===== config.mk =====
export PLATFORM = sky130hd
export DESIGN_NAME = dbgtrap_unit
export DESIGN_NICKNAME = d
export VERILOG_FILES = /design/src/rtl/dbgtrap_pkg.sv /design/src/rtl/dbgtrap_force.sv /design/src/rtl/dbgtrap_match.sv /design/src/rtl/dbgtrap_syndrome.sv /design/src/rtl/dbgtrap_unit.sv
export SDC_FILE = /design/constraint.sdc
export NUM_CORES = 1
export LEC_CHECK = 0
export ABC_AREA = 1
export BUFFER_PORTS_ARGS = -buffer_cell sky130_fd_sc_hd__buf_2
export CAP_MARGIN = 15
export CORE_AREA = 2 2 39 41
export DETAILED_ROUTE_END_ITERATION = 7
export DIE_AREA = 0 0 41 43
export PLACE_DENSITY = 0.52
export SLEW_MARGIN = 20
export SYNTH_ARGS = -nofsm -noshare
export SYNTH_HDL_FRONTEND = slang
export SYNTH_SLANG_ARGS = --single-unit

===== constraint.sdc =====
create_clock -name vclk -period 0.8
set_input_delay 0.08 -clock vclk [all_inputs]
set_output_delay 0.08 -clock vclk [all_outputs]
set_load 0.02 [all_outputs]

===== src/rtl/dbgtrap_pkg.sv =====
package dbgtrap_pkg;

    localparam int CLS_W   = 3;
    localparam int NUM_CLS = 1 << CLS_W;
    localparam int CTL_W   = 8;
    localparam int EFF_W   = 4;
    localparam int SYN_W   = 6;
    localparam logic [SYN_W-1:0] SYN_XFER = SYN_W'(6'h05);
    localparam logic [SYN_W-1:0] SYN_LDST = SYN_W'(6'h06);

    typedef enum logic [1:0] {PL0, PL1, PL2, PL3} priv_e;
    typedef enum logic {ACC_XFER, ACC_LDST} acc_e;
    typedef enum logic [CLS_W-1:0] {
        CLS_COMMS, CLS_ROM, CLS_OSPWR, CLS_DEBUG,
        CLS_TRACEFLT, CLS_MONCTL, CLS_MONOTHER, CLS_NONE
    } cls_e;

    typedef struct packed {
        logic monctl;
        logic mon;
        logic route;
        logic dbg;
        logic os;
        logic rom;
        logic trace;
        logic comms;
    } ctl_t;

    typedef struct packed {
        logic route;
        logic dbg;
        logic os;
        logic rom;
    } eff_t;

    typedef struct packed {
        logic  secure;
        logic  hyp_en;
        logic  dbg_state;
        logic  usr_trap;
        priv_e pl;
    } ctx_t;

    // Per-class trap rule, before the common security/level gate.
    function automatic logic class_hit(cls_e c, ctl_t ctl, eff_t eff, ctx_t ctx);
        logic hit;
        case (c)
            CLS_COMMS:    hit = (ctl.comms | eff.dbg) & ~ctx.dbg_state;
            CLS_ROM:      hit = eff.rom;
            CLS_OSPWR:    hit = eff.os & (ctx.pl == PL1);
            CLS_DEBUG:    hit = eff.dbg;
            CLS_TRACEFLT: hit = ctl.trace & (ctx.pl == PL1);
            CLS_MONCTL:   hit = (ctl.mon | ctl.monctl) & ~ctx.usr_trap;
            CLS_MONOTHER: hit = ctl.mon;
            default:      hit = 1'b0;
        endcase
        return hit;
    endfunction

    function automatic logic [SYN_W-1:0] syn_code(acc_e k);
        return (k == ACC_LDST) ? SYN_LDST : SYN_XFER;
    endfunction

endpackage


===== src/rtl/dbgtrap_force.sv =====
module dbgtrap_force
    import dbgtrap_pkg::*;
(
    input  ctl_t ctl_i,
    input  logic tge_i,
    output eff_t eff_o
);
    logic route_eff;

    always_comb begin
        route_eff   = ctl_i.route | tge_i;
        eff_o.route = route_eff;
        eff_o.rom   = ctl_i.rom | route_eff;
        eff_o.os    = ctl_i.os  | route_eff;
        eff_o.dbg   = ctl_i.dbg | route_eff;
    end
endmodule


===== src/rtl/dbgtrap_match.sv =====
module dbgtrap_match
    import dbgtrap_pkg::*;
#(
    parameter int N_CLS = NUM_CLS
) (
    input  ctl_t                    ctl_i,
    input  eff_t                    eff_i,
    input  ctx_t                    ctx_i,
    input  logic [$clog2(N_CLS)-1:0] cls_i,
    output logic                    hit_o
);
    localparam int IDX_W = $clog2(N_CLS);

    logic [N_CLS-1:0] hit_vec;
    logic             gate;

    for (genvar gi = 0; gi < N_CLS; gi++) begin : g_cls
        assign hit_vec[gi] = class_hit(cls_e'(CLS_W'(gi)), ctl_i, eff_i, ctx_i);
    end

    always_comb begin
        gate  = ~ctx_i.secure & ctx_i.hyp_en &
                ((ctx_i.pl == PL0) | (ctx_i.pl == PL1));
        hit_o = gate & hit_vec[IDX_W'(cls_i)];
    end
endmodule


===== src/rtl/dbgtrap_syndrome.sv =====
module dbgtrap_syndrome
    import dbgtrap_pkg::*;
(
    input  logic             trap_i,
    input  acc_e             kind_i,
    output logic [SYN_W-1:0] syn_o
);
    always_comb syn_o = trap_i ? syn_code(kind_i) : '0;
endmodule


===== src/rtl/dbgtrap_unit.sv =====
module dbgtrap_unit
    import dbgtrap_pkg::*;
(
    input  logic [7:0] ctl_i,
    input  logic       tge_i,
    input  logic [1:0] pl_i,
    input  logic       secure_i,
    input  logic       hyp_en_i,
    input  logic       dbg_state_i,
    input  logic       usr_trap_i,
    input  logic       kind_i,
    input  logic [2:0] cls_i,
    output logic       trap_o,
    output logic [5:0] syn_o,
    output logic [3:0] eff_o
);
    ctl_t ctl;
    eff_t eff;
    ctx_t ctx;
    logic hit;
    logic [SYN_W-1:0] syn;

    always_comb begin
        ctl           = ctl_t'(ctl_i);
        ctx.secure    = secure_i;
        ctx.hyp_en    = hyp_en_i;
        ctx.dbg_state = dbg_state_i;
        ctx.usr_trap  = usr_trap_i;
        ctx.pl        = priv_e'(pl_i);
    end

    dbgtrap_force u_force (
        .ctl_i (ctl),
        .tge_i (tge_i),
        .eff_o (eff)
    );

    dbgtrap_match #(.N_CLS(NUM_CLS)) u_match (
        .ctl_i (ctl),
        .eff_i (eff),
        .ctx_i (ctx),
        .cls_i (cls_i),
        .hit_o (hit)
    );

    dbgtrap_syndrome u_syn (
        .trap_i (hit),
        .kind_i (acc_e'(kind_i)),
        .syn_o  (syn)
    );

    assign trap_o = hit;
    assign syn_o  = syn;
    assign eff_o  = eff;

    // Checks across the force, match and syndrome pieces.
    always_comb begin
        if (secure_i || !hyp_en_i || pl_i[1])
            assert_gate_R1: assert (!trap_o);
        if (tge_i)
            assert_tge_route_R2: assert (eff_o[3]);
        if (eff_o[3])
            assert_force_R3: assert (eff_o[2:0] == 3'b111);
        if (dbg_state_i && cls_i == 3'd0)
            assert_dbgstate_R4: assert (!trap_o);
        if (pl_i == 2'd0 && cls_i == 3'd2)
            assert_os_pl0_R6: assert (!trap_o);
        if (cls_i == 3'd7)
            assert_none_R10: assert (!trap_o);
        assert_syn_R11: assert (trap_o ? (syn_o == 6'h05 || syn_o == 6'h06) : (syn_o == 6'h00));
    end
endmodule


==> results.py <==
metrics = {
    "sta": {
        "finalHoldViolCount": 0,
        "clock.fmax_mhz": 914,
        "rsz0062_at_grt": "true",
        "fin_crit_sh": 1.37,
        "finalCriticalPeriod_ns": 1.09,
        "setup_viol": 6,
        "final_max_slew_viol_count": 0,
        "finalSetupTns_ns": -1.09,
        "fin_ws_ns": -0.294,
    },
    "min_path": {
        "hold_path.class": "input port to output pin",
    },
    "yosys": {
        "ys_warn_count": 0,
        "synthCells": 47,
        "synth_area_leaders": "nand2_1 (26%), inv_1 (21%), buf_4 (17%), nand3_1 (14%), nor2_1 (8.6%)",
        "ys_types": 9,
        "syn_avg_cell_area_um2": 4.63,
        "yosysTopAreaCell": "nand2_1",
        "synth_seq_area_share": 0,
        "yosysTopAreaCellShare": 0.259,
        "synthesis.area_um2": 218,
    },
    "worst_setup_path": {
        "end_kind": "output pin",
        "crit_fanout": 3,
        "critical_path_class": "input port to output pin",
        "crit_chain": "buf_6 > nor2_4 > buf_6 > nand2_4 > nand2_2 > nand3_2 > nand2_1 > nand2_1 > nand2_2 > nor2_1 > buf_4",
        "critPathLaunchType": "input port",
        "required_ns": 0.72,
        "crit_slowest_cell": "buf_4",
        "cp_slowest_stage_delay_ns": 0.15,
        "worst_ep_arrival_time_ns": 1.01,
    },
    "job": {
        "maxCapViolations": 0,
    },
    "power": {
        "p_leak_nw": 0.311,
        "peakVddDrop_v": 0.000110,
        "cellPowerDensity_mw_per_mm2": 458,
    },
    "global_route": {
        "grt_usage": 0.0869,
        "grt_busiest_layer": "met2",
        "grt_pass1_vias": 340,
        "gr-usage-met3": 0,
        "grt_overflow": 0,
        "use_met2": 0.188,
        "gr-usage-met1": 0.0854,
        "antenna_found_initial": 0,
        "grt_start_max_net_pins": 6,
        "grt_pass1_wl_um": 1170,
    },
    "run_status": {
        "violations": "negative setup slack",
        "status": "complete, but fails checks",
    },
    "placement": {
        "gp_congestion": 0.692,
        "place_ws_ns": -0.356,
        "io_buffers": 27,
        "dp_hpwl_um": 531,
        "placed_cells": 90,
    },
    "route": {
        "drt_iter0_drc": 4,
        "vias": 357,
        "wirelength_um": 695,
        "dr.pass1.iters": 4,
        "wl_per_cell_um": 7.47,
        "vias_per_cell": 3.84,
        "drc": 0,
        "ant_nets": 0,
    },
    "final_layout": {
        "final_cell_count_no_fill": 93,
        "fin_util": 0.355,
        "register_area_um2": 0,
        "synthToLayoutAreaGrowth_pct": 126,
        "drive_gt1_frac": 0.584,
        "seq_cells": 0,
        "clkbuf_count": 0,
        "finalNetCount": 98,
        "n_antenna_cell": 0,
        "fill_cells": 161,
        "final_common_cell": "buf_2",
        "most-common-layout-cells": "buf_2 (18), inv_1 (10), buf_6 (10)",
    },
    "die": {
        "die_y_um": 43,
        "io_pins": 30,
        "rows": 14,
        "start_util": 0.157,
        "die_area_mm2": 0.00176,
        "core_area_mm2": 0.00138,
        "die_w_um": 41,
    },
    "clock_tree": {
        "cts_hold_buf": 0,
    },
}
==> worst paths after layout <==
check             cells after the start     start        to
setup / recovery                     11  ctl_i[5]  syn_o[1]
hold / removal                        3    kind_i  syn_o[0]
==> layout make-up <==
cell class	count	area [um^2]	area share
multi-input cells	32	184	0.374
well taps	16	20.0	0.0407
repair buffers	33	240	0.489
inverters	12	47.5	0.0967
==> power by group <==
part	total (mW)	leakage, nW	internal (mW)	switching (mW)
registers	0	0	0	0
clock network	0	0	0	0
logic	0.225	0.311	0.112	0.113
==> what timing repair did <==
item                                    4_1_cts  5_1_grt
setup buffers                                 4        1
endpoints found under the setup margin        6        6
pin swaps                                    12        9
resized for setup                            14        9
==> per-layer routing <==
| metal | share of wire | wire length [um] | vias up |
|---|---|---|---|
| li1 | - | - | 188 |
| met1 | 0.30 | 210 | 159 |
| met2 | 0.65 | 449 | 10 |
| met3 | 0.052 | 36 | 0 |
| met4 | 0 | 0 | 0 |
| met5 | 0 | 0 | - |
==> cells by family after synthesis <==
group                  after synthesis  synth area share
AOI/OAI and AO/OA                    2            0.0690
buffers and inverters               17             0.379
other                                1            0.0172
and+or+nand+nor                     27             0.534
==> synth_stat cells <==
| library cell | count |
|---|---|
| nand2_1 | 15 |
| inv_1 | 12 |
| nand3_1 | 6 |
| buf_4 | 5 |
| nor2_1 | 5 |
| a21boi_1 | 1 |
| conb_1 | 1 |
| nor2_4 | 1 |
| o21bai_1 | 1 |
==> critical path, delay by kind of cell <==
| kind | cells | cell delay, ns |
|---|---|---|
| buffers and inverters | 3 | 0.37 |
| and+or+nand+nor | 8 | 0.56 |
==> per-stage QoR <==
step	area, um^2	hold slack, ns	power (mW)
floorplan	256	0.240	0.115
global placement	393	0.426	0.177
detailed placement	393	0.433	0.179
CTS	458	0.430	0.208
global route	492	0.433	0.249
finish	492	0.414	0.225
(Power assumes the default switching activity.)
